--- src/rtl/i2c_tgt_pkg.sv ---
package i2c_tgt_pkg;

    localparam int BYTE_W = 8;
    localparam int WORD_W = 2 * BYTE_W;

    typedef enum logic [3:0] {
        S_IDLE,
        S_ADDR,
        S_ADDR_ACK,
        S_PTR,
        S_PTR_ACK,
        S_WDATA,
        S_WDATA_ACK,
        S_TX,
        S_TX_ACK,
        S_SKIP
    } tgt_state_e;

endpackage

--- src/rtl/i2c_line_sync.sv ---
module i2c_line_sync #(
    parameter int STAGES = 2
) (
    input  logic clk,
    input  logic rst_n,
    input  logic line_in,
    output logic line_out
);

    logic [STAGES-1:0] chain;

    generate
        for (genvar g = 0; g < STAGES; g++) begin : g_stage
            always_ff @(posedge clk or negedge rst_n) begin
                if (!rst_n) begin
                    chain[g] <= 1'b1;
                end else if (g == 0) begin
                    chain[g] <= line_in;
                end else begin
                    chain[g] <= chain[(g == 0) ? 0 : g-1];
                end
            end
        end
    endgenerate

    assign line_out = chain[STAGES-1];

endmodule

--- src/rtl/i2c_cond_detect.sv ---
module i2c_cond_detect (
    input  logic clk,
    input  logic rst_n,
    input  logic scl_s,
    input  logic sda_s,
    output logic start_evt,
    output logic stop_evt,
    output logic scl_rise,
    output logic scl_fall
);

    logic scl_q;
    logic sda_q;

    always_ff @(posedge clk or negedge rst_n) begin
        if (!rst_n) begin
            scl_q <= 1'b1;
            sda_q <= 1'b1;
        end else begin
            scl_q <= scl_s;
            sda_q <= sda_s;
        end
    end

    // Conditions count only while SCL stays high across both samples.
    assign start_evt = scl_s && scl_q && sda_q && !sda_s;
    assign stop_evt  = scl_s && scl_q && !sda_q && sda_s;
    assign scl_rise  = scl_s && !scl_q;
    assign scl_fall  = !scl_s && scl_q;

endmodule

--- src/rtl/i2c_tgt_fsm.sv ---
module i2c_tgt_fsm
    import i2c_tgt_pkg::*;
#(
    parameter logic [6:0] TARGET_ADDR = 7'h4C,
    parameter int         PTR_W       = 8
) (
    input  logic               clk,
    input  logic               rst_n,
    input  logic               sda_s,
    input  logic               start_evt,
    input  logic               stop_evt,
    input  logic               scl_rise,
    input  logic               scl_fall,
    input  logic [WORD_W-1:0]  reg_rdata,
    output logic               sda_oe,
    output logic [PTR_W-1:0]   reg_addr,
    output logic [WORD_W-1:0]  reg_wdata,
    output logic               reg_we,
    output tgt_state_e         state
);

    localparam int CNT_W = $clog2(BYTE_W + 1);
    localparam logic [CNT_W-1:0] RX_LAST = CNT_W'(BYTE_W);
    localparam logic [CNT_W-1:0] TX_LAST = CNT_W'(BYTE_W - 1);

    tgt_state_e         nxt;
    logic [CNT_W-1:0]   bit_cnt;
    logic [BYTE_W-1:0]  shreg;
    logic [BYTE_W-1:0]  txsh;
    logic [BYTE_W-1:0]  lo_hold;
    logic [BYTE_W-1:0]  hi_hold;
    logic [PTR_W-1:0]   ptr;
    logic               rw_read;
    logic               lo_phase;
    logic               host_ack;
    logic               rx_done;
    logic               tx_done;
    logic               addr_hit;

    assign rx_done  = (bit_cnt == RX_LAST);
    assign tx_done  = (bit_cnt == TX_LAST);
    assign addr_hit = (shreg[BYTE_W-1:1] == TARGET_ADDR);
    assign reg_addr = ptr;

    // State register
    always_ff @(posedge clk or negedge rst_n) begin
        if (!rst_n) begin
            state <= S_IDLE;
        end else begin
            state <= nxt;
        end
    end

    // Next-state decode
    always_comb begin
        nxt = state;
        if (start_evt) begin
            nxt = S_ADDR;
        end else if (stop_evt) begin
            nxt = S_IDLE;
        end else begin
            unique case (state)
                S_IDLE:      nxt = S_IDLE;
                S_ADDR:      if (scl_fall && rx_done) nxt = addr_hit ? S_ADDR_ACK : S_SKIP;
                S_ADDR_ACK:  if (scl_fall) nxt = rw_read ? S_TX : S_PTR;
                S_PTR:       if (scl_fall && rx_done) nxt = S_PTR_ACK;
                S_PTR_ACK:   if (scl_fall) nxt = S_WDATA;
                S_WDATA:     if (scl_fall && rx_done) nxt = S_WDATA_ACK;
                S_WDATA_ACK: if (scl_fall) nxt = S_WDATA;
                S_TX:        if (scl_fall && tx_done) nxt = S_TX_ACK;
                S_TX_ACK:    if (scl_fall) nxt = host_ack ? S_TX : S_SKIP;
                S_SKIP:      nxt = S_SKIP;
                default:     nxt = S_IDLE;
            endcase
        end
    end

    // Outputs and datapath
    always_ff @(posedge clk or negedge rst_n) begin
        if (!rst_n) begin
            bit_cnt   <= '0;
            shreg     <= '0;
            txsh      <= '0;
            lo_hold   <= '0;
            hi_hold   <= '0;
            ptr       <= '0;
            rw_read   <= 1'b0;
            lo_phase  <= 1'b0;
            host_ack  <= 1'b0;
            sda_oe    <= 1'b0;
            reg_wdata <= '0;
            reg_we    <= 1'b0;
        end else begin
            reg_we <= 1'b0;
            if (start_evt || stop_evt) begin
                bit_cnt <= '0;
                sda_oe  <= 1'b0;
            end else begin
                case (state)
                    S_ADDR, S_PTR, S_WDATA: begin
                        if (scl_rise && !rx_done) begin
                            shreg   <= {shreg[BYTE_W-2:0], sda_s};
                            bit_cnt <= bit_cnt + 1'b1;
                        end
                        if (scl_fall && rx_done) begin
                            bit_cnt <= '0;
                            sda_oe  <= (state != S_ADDR) || addr_hit;
                            if (state == S_ADDR) rw_read <= shreg[0];
                            if (state == S_PTR) begin
                                ptr      <= shreg[PTR_W-1:0];
                                lo_phase <= 1'b0;
                            end
                            if (state == S_WDATA && !lo_phase) hi_hold <= shreg;
                        end
                    end
                    S_ADDR_ACK: begin
                        if (scl_fall) begin
                            bit_cnt <= '0;
                            if (rw_read) begin
                                txsh     <= reg_rdata[WORD_W-1:BYTE_W];
                                lo_hold  <= reg_rdata[BYTE_W-1:0];
                                sda_oe   <= ~reg_rdata[WORD_W-1];
                                lo_phase <= 1'b0;
                            end else begin
                                sda_oe <= 1'b0;
                            end
                        end
                    end
                    S_PTR_ACK: begin
                        if (scl_fall) begin
                            sda_oe <= 1'b0;
                        end
                    end
                    S_WDATA_ACK: begin
                        if (scl_fall) begin
                            sda_oe   <= 1'b0;
                            lo_phase <= ~lo_phase;
                            if (lo_phase) begin
                                reg_we    <= 1'b1;
                                reg_wdata <= {hi_hold, shreg};
                            end
                        end
                    end
                    S_TX: begin
                        if (scl_fall) begin
                            if (tx_done) begin
                                sda_oe <= 1'b0;
                            end else begin
                                bit_cnt <= bit_cnt + 1'b1;
                                txsh    <= {txsh[BYTE_W-2:0], 1'b0};
                                sda_oe  <= ~txsh[BYTE_W-2];
                            end
                        end
                    end
                    S_TX_ACK: begin
                        if (scl_rise) host_ack <= ~sda_s;
                        if (scl_fall) begin
                            bit_cnt <= '0;
                            if (!host_ack) begin
                                sda_oe <= 1'b0;
                            end else if (!lo_phase) begin
                                txsh     <= lo_hold;
                                sda_oe   <= ~lo_hold[BYTE_W-1];
                                ptr      <= ptr + 1'b1;
                                lo_phase <= 1'b1;
                            end else begin
                                txsh     <= reg_rdata[WORD_W-1:BYTE_W];
                                lo_hold  <= reg_rdata[BYTE_W-1:0];
                                sda_oe   <= ~reg_rdata[WORD_W-1];
                                lo_phase <= 1'b0;
                            end
                        end
                    end
                    default: begin
                        sda_oe <= 1'b0;
                    end
                endcase
            end
        end
    end

endmodule

--- src/rtl/i2c_ptr_target.sv ---
module i2c_ptr_target
    import i2c_tgt_pkg::*;
#(
    parameter logic [6:0] TARGET_ADDR = 7'h4C,
    parameter int         SYNC_STAGES = 2,
    parameter int         PTR_W       = 8
) (
    input  logic              clk,
    input  logic              rst_n,
    input  logic              scl_in,
    input  logic              sda_in,
    output logic              sda_oe,
    output logic [PTR_W-1:0]  reg_addr,
    input  logic [15:0]       reg_rdata,
    output logic [15:0]       reg_wdata,
    output logic              reg_we
);

    logic       scl_s;
    logic       sda_s;
    logic       start_evt;
    logic       stop_evt;
    logic       scl_rise;
    logic       scl_fall;
    tgt_state_e fsm_state;

    i2c_line_sync #(.STAGES(SYNC_STAGES)) u_scl_sync (
        .clk      (clk),
        .rst_n    (rst_n),
        .line_in  (scl_in),
        .line_out (scl_s)
    );

    i2c_line_sync #(.STAGES(SYNC_STAGES)) u_sda_sync (
        .clk      (clk),
        .rst_n    (rst_n),
        .line_in  (sda_in),
        .line_out (sda_s)
    );

    i2c_cond_detect u_cond (
        .clk       (clk),
        .rst_n     (rst_n),
        .scl_s     (scl_s),
        .sda_s     (sda_s),
        .start_evt (start_evt),
        .stop_evt  (stop_evt),
        .scl_rise  (scl_rise),
        .scl_fall  (scl_fall)
    );

    i2c_tgt_fsm #(.TARGET_ADDR(TARGET_ADDR), .PTR_W(PTR_W)) u_fsm (
        .clk       (clk),
        .rst_n     (rst_n),
        .sda_s     (sda_s),
        .start_evt (start_evt),
        .stop_evt  (stop_evt),
        .scl_rise  (scl_rise),
        .scl_fall  (scl_fall),
        .reg_rdata (reg_rdata),
        .sda_oe    (sda_oe),
        .reg_addr  (reg_addr),
        .reg_wdata (reg_wdata),
        .reg_we    (reg_we),
        .state     (fsm_state)
    );

endmodule

--- config.mk ---
export PLATFORM = sky130hd
export DESIGN_NAME = i2c_ptr_target
export DESIGN_NICKNAME = d
export VERILOG_FILES = /design/src/rtl/i2c_tgt_pkg.sv /design/src/rtl/i2c_line_sync.sv /design/src/rtl/i2c_cond_detect.sv /design/src/rtl/i2c_tgt_fsm.sv /design/src/rtl/i2c_ptr_target.sv
export SDC_FILE = /design/constraint.sdc
export NUM_CORES = 1
export LEC_CHECK = 0
export CORE_UTILIZATION = 51
export DETAILED_ROUTE_END_ITERATION = 8
export PLACE_DENSITY_LB_ADDON = 0.12
export SYNTH_ARGS = -nofsm -noshare
export SYNTH_HDL_FRONTEND = slang
export SYNTH_SLANG_ARGS = --single-unit
--- constraint.sdc ---
create_clock -name clk -period 4.5 [get_ports clk]
set_input_delay 1.125 -clock clk [delete_from_list [all_inputs] [get_ports clk]]
set_output_delay 1.125 -clock clk [all_outputs]
set_load 0.02 [all_outputs]
==> impl_metrics.ini, run 1 <==
[synthesis]
ys_seq_elements = 74
syn_inst = 357
yosysWarnings = 0
synth_edf_count = 0
async_flop_share_pct = 100
ys_seq_area_share_pct = 49.2
synth_cell_types = 59
syn_area_um2 = 3780
syn_nets = 380
syn_area_per_cell_um2 = 10.6
ys.flop_type = dfrtp_1

[global_routing]
grt_max_degree = 39
grt_pass1_vias = 2699
grt-ovfl-total = 0
antenna_found_initial = 0
grt.total_usage_pct = 23.3
grt_pass1_wl_mm = 13.6

[final_layout]
drive_gt1_share_pct = 16.8
final_util_pct = 61.8
layout.nets = 422
syn_to_final_growth_pct = 17.9
finalInstanceArea_um2 = 4460
antenna_cells = 0
seqCellArea_um2 = 1860
fillerInstances = 624
multi_input_area_um2 = 1790

[timing]
setup_viol_count_final = 0
finalSetupTns_ns = 0
tightest_slew_ns = 0.827
slew_viol_final = 0
rsz0062_at_grt = false
skew_ns = 0.0123
max_freq_mhz = 386
period_needed_ns = 2.59
min_period_over_period_pct = 57.5
whs_ns = 0.361
finalHoldViolCount = 0
timing.slew.headroom_pct = 44.9

[routing]
drt_first_pass_iters = 4
via_per_inst = 5.79
drt_first_iter_violations = 222
vias = 2910
antenna_left = 0
wire_per_inst_um = 16.3
drt-total-wl_mm = 8.18
remaining_drc_errors = 0

[die]
die_h_um = 88.1
initial_core_util_pct = 52.4
die_area_um2 = 7760
num_rows = 31
boundaryPins = 46
core_um2 = 7210
die_w_um = 88.1

[setup_path]
start_kind = flip-flop
worst-path-buf-inv = 1
critPathKind = flip-flop to output pin
cpPeakStageDelay_ns = 0.65
slowest_stage = clkdlybuf4s50_1
path_delay_family = buffers and inverters
cp-startpoint = u_fsm.reg_addr[4]
crit_chain = clkdlybuf4s50_1
required_ns = 3.38
reg2reg_from = u_fsm.state[3]
crit_path_end_kind = output pin
path_max_fanout = 8
arrival_ns = 1.46

[cts]
post_cts_buffers = 0
root_buffer = clkbuf_8
h-tree-depth = 3
cts_num_sinks = 74
tritoncts = yes
cts_resized = 0
cts_buffers = 9
path_clk_slew_ns = 0.08
cts-hold-fix-buffers = 0
clk_latency_ns = 0.35
cts_buffer_depth = 2

[run]
cap_viol_max_count = 0

[power]
leakagePower_nw = 1.95
total_power_mw = 2.51
powerDensity_nw_per_um2 = 564
ir_drop_mv = 0.259

[outcome]
status = complete, no violations

[placement]
placed_cell_area_um2 = 4290
io_buffers = 45
globalplace.congestion = 0.921
dp_hpwl_mm = 5.72

[min_path]
hp-class = flip-flop to flip-flop
hold_path.startpoint = u_sda_sync.chain[0]
-- metal layers --
metal | wire length [um] | GRT usage, % | up-vias
met5 | 0 | 0 | -
met4 | 153 | 9.38 | 0
met3 | 473 | 5.37 | 15
met2 | 3710 | 32.7 | 92
met1 | 3840 | 34.8 | 1412
li1 | - | - | 1391
-- report_power, final --
| part | switching [mW] | internal [mW] |
|---|---|---|
| clock network | 0.254 | 0.200 |
| registers | 0.272 | 0.835 |
| logic | 0.515 | 0.435 |
| total | 1.04 | 1.47 |
-- layout by cell type (no fill, tap or decap), types with 2 or more instances in the layout --
cell and instances:
clkinv_2 2, o221ai_1 2, and2_1 3, a31oi_1 4, a22o_1 6, nand3b_1 2
a211oi_1 6, nor3_4 2, mux2_2 35, inv_1 14, nor2b_1 6, nand3_1 12
buf_4 2, o211ai_1 3, a21oi_1 18, nand2_1 47, or3_1 2, nor3_1 6
o31ai_1 8, o21ai_0 17, clkbuf_8 9, clkdlybuf4s50_1 44, clkinvlp_4 3, o32ai_1 2
dfrtp_1 68, nor2_1 15, nand2b_1 5, ha_1 3, dfstp_2 6, mux2i_1 13
and3_1 2, nand4_1 2, o21a_1 3, o22ai_1 2, a32oi_1 2
-- registers in the layout, indices dropped and copies added, names as in the netlist --
name	flops
u_cond.scl_q	1
u_cond.sda_q	1
u_fsm.bit_cnt	4
u_fsm.hi_hold	8
u_fsm.host_ack	1
u_fsm.lo_hold	8
u_fsm.lo_phase	1
u_fsm.reg_addr	8
u_fsm.reg_wdata	16
u_fsm.reg_we	1
u_fsm.rw_read	1
u_fsm.sda_oe	1
u_fsm.shreg	8
u_fsm.state	4
u_fsm.txsh	7
u_scl_sync.chain	1
u_scl_sync.line_out	1
u_sda_sync.chain	1
u_sda_sync.line_out	1
-- logic make-up (layout without fill, tap and decap cells) --
group,after synthesis,in the layout,synth area share (%)
mux,49,49,14.2
buf+inv,31,78,3.54
flops,74,74,49.2
compound gates,82,82,15.0
fa+ha+maj,3,3,0.993
simple gates,117,117,16.9
xor+xnor,1,1,0.232
-- final timing paths --
check                                 endpoint  slack (ns)  cells past startpoint
setup / recovery                   reg_addr[4]        1.91                      1
hold / removal             u_sda_sync.line_out        0.36                      0
setup reg to reg             u_fsm.reg_addr[0]        1.92                      5
hold reg to reg            u_sda_sync.line_out        0.36                      0
max in group asynchronous  u_scl_sync.chain[0]        2.63                      2
min in group asynchronous       u_fsm.lo_phase        0.87                      1
-- stage by stage --
step                      setup WS (ns)  std cells
after global placement             2.01        487
after CTS                          1.91        503
after floorplan                    2.48        357
after detailed placement           1.98        487
after global routing               1.77        503
final                              1.91        503
-- Yosys cell counts (all sizes together) (3+ instances only) --
cell type	count	share of area [%]
o31ai	8	1.6
o21ai	17	2.3
a211oi	6	1.2
a21oi	18	2.4
inv	14	1.4
nor2	16	2.0
mux2i	13	3.4
o21a	3	0.60
mux2	36	11
buf	10	1.5
dfrtp	68	45
and2	3	0.50
ha	3	0.99
clkbuf	6	0.60
nor2b	6	0.99
dfstp	6	4.2
nand2	47	4.7
o211ai	3	0.60
nand3	12	1.6
nor3	8	1.7
a31oi	5	1.2
nand2b	5	0.83
a22o	6	1.4
-- final cells by class --
class / instances / share of cell area, %
clock inverter: 6 / 0.926
tap: 99 / 2.78
multi-input combinational: 252 / 40.1
sequential: 74 / 41.7
timing repair buffer: 47 / 10.3
inverter: 15 / 1.26
clock buffer: 10 / 2.86
Power figures use the tool's default switching activity.
==> run 2: changes to the inputs <==
==> constraint.sdc (replaced) <==
create_clock -name clk -period 2.4 [get_ports clk]
set_input_delay 0.6 -clock clk [delete_from_list [all_inputs] [get_ports clk]]
set_output_delay 0.6 -clock clk [all_outputs]
set_load 0.02 [all_outputs]
==> run 2 against run 1 <==
Net effect:
- count of clock-buffer cells in the layout is 1 lower
- routed wire length is 2.0% higher
- global-route usage is 0.40 points higher
- sequential share of layout area is 1.3 points lower
- clock skew is 0.0029 ns lower
- power is 94% higher
- first-iteration DRC count is 7.7% higher
- critical path depth is 4 higher
- clock power is 97% higher
- flip-flop and latch count stayed put
- critical path type is now flip-flop to flip-flop
- largest cell class unchanged
==> impl_metrics.ini, run 2 (synthesis gave the netlist of run 1 again) <==
[outcome]
status = complete, no violations

[timing]
min_period_over_period_pct = 92.2
finalHoldViolCount = 0
rsz0062_at_grt = false
skew_ns = 0.00935
period_needed_ns = 2.21
timing.slew.headroom_pct = 64.0
max_freq_mhz = 452
slew_viol_final = 0
tightest_slew_ns = 0.539
setup_viol_count_final = 0
finalSetupTns_ns = 0

[setup_path]
arrival_ns = 2.45
path_max_fanout = 15
crit_chain = or4b_4 > nor2_8 > a31oi_4 > or2_1 > o22a_1
worst-path-buf-inv = 0
path_delay_family = simple AND/OR/NAND/NOR gates
critPathKind = flip-flop to flip-flop
timing.reg2reg.setup_slack_ns = 0.19
slowest_stage = or4b_4
crit_path_end_kind = flip-flop
required_ns = 2.64
start_kind = flip-flop
cpPeakStageDelay_ns = 0.67

[global_routing]
grt-ovfl-total = 0
grt_max_degree = 75
antenna_found_initial = 0
grt_pass1_wl_mm = 13.8
grt_pass1_vias = 2844
grt.total_usage_pct = 23.7

[die]
die_area_um2 = 7760
initial_core_util_pct = 52.4
die_h_um = 88.1
die_w_um = 88.1
boundaryPins = 46
core_um2 = 7210
num_rows = 31

[power]
power.switching_mw = 2.01
seqPwrFrac_pct = 41.4
total_power_mw = 4.87
leakagePower_nw = 2.04
switching_share_pct = 41.2
internal-power_mw = 2.86
combPwrFrac_pct = 40.2
ir_drop_mv = 0.408
p_clk_share_pct = 18.4
powerDensity_nw_per_um2 = 1060

[placement]
io_buffers = 45
globalplace.congestion = 0.840
dp_hpwl_mm = 5.75

[final_layout]
multi_input_area_um2 = 1790
layout.nets = 438
antenna_cells = 0
syn_to_final_growth_pct = 21.8
final_common_cell = dfrtp_1
final_cell_mix = dfrtp_1, nand2_1, clkdlybuf4s50_1, mux2_2, a21oi_1
fillerInstances = 616
regMostFlops = u_fsm.reg_wdata
largest_reg_flops = 16
seqCellArea_um2 = 1860
drive_gt1_share_pct = 20.2

[min_path]
hp-class = primary input to asynchronous set/reset pin

[cts]
root_buffer = clkbuf_8
cts-hold-fix-buffers = 0
cts_resized = 0
cts_num_sinks = 74
tritoncts = yes
path_clk_slew_ns = 0.08
clk_latency_ns = 0.35
post_cts_buffers = 0
cts_buffer_depth = 2
h-tree-depth = 3
cts_buffers = 9

[routing]
antenna_left = 0
via_per_inst = 5.75
drt_first_pass_iters = 4
vias = 2983
drt-total-wl_mm = 8.34
wire_per_inst_um = 16.1
drt_first_iter_violations = 239
remaining_drc_errors = 0

[run]
cap_viol_max_count = 0
## run 2: worst reg2reg max path, cell delays in order, from the launching register on
cell	delay, ns
dfrtp_1	0.56
or4b_4	0.68
nor2_8	0.12
a31oi_4	0.14
or2_1	0.36
o22a_1	0.24
## run 2: final timing paths
kind / cells past startpoint / start / endpoint
max: 5 / u_fsm.state[2] / u_fsm.reg_addr[2]
min: 2 / rst_n / u_fsm.state[2]
max reg2reg: 5 / u_fsm.state[2] / u_fsm.reg_addr[2]
min reg2reg: 0 / u_scl_sync.chain[0] / u_scl_sync.line_out
max in group asynchronous: 2 / rst_n / u_sda_sync.line_out
min in group clk: 0 / u_scl_sync.chain[0] / u_scl_sync.line_out
## run 2: area by class of cell
cell class / instances / share of cell area, %
Inverter: 15 / 1.22
Multi-Input combinational cell: 252 / 38.8
Timing Repair Buffer: 63 / 12.9
Tap cell: 99 / 2.69
Sequential cell: 74 / 40.4
Clock inverter: 7 / 1.30
Clock buffer: 9 / 2.69
## run 2: layer usage
layer	vias up	global-route usage [%]	wire, um
met1	1467	34.4	4060
met2	78	35.4	3830
met3	10	4.24	343
met5	-	0	0
met4	0	9.38	108
li1	1428	-	-
## run 2: power by group through the flow
stage               combinational (mW)  sequential, mW  clock, mW
floorplan                         1.43            1.89          0
global placement                  1.90            2.01          0
detailed placement                1.94            2.03          0
CTS                               1.96            2.01      0.925
global route                      2.17            2.07      0.976
finish                            1.96            2.02      0.895
## run 2: per-stage QoR
stage | hold slack, ns | util, % | cells | instance area (um^2) | setup slack (ns)
final | 0.257 | 63.8 | 519 | 4600 | 0.186
after global routing | 0.301 | 63.8 | 519 | 4600 | 0.0637
after CTS | 0.281 | 63.8 | 519 | 4600 | 0.149
after detailed placement | 0.348 | 61.3 | 503 | 4420 | 0.170
after global placement | 0.348 | 61.3 | 503 | 4420 | 0.183
after floorplan | 0.304 | - | 357 | 3780 | 0.376
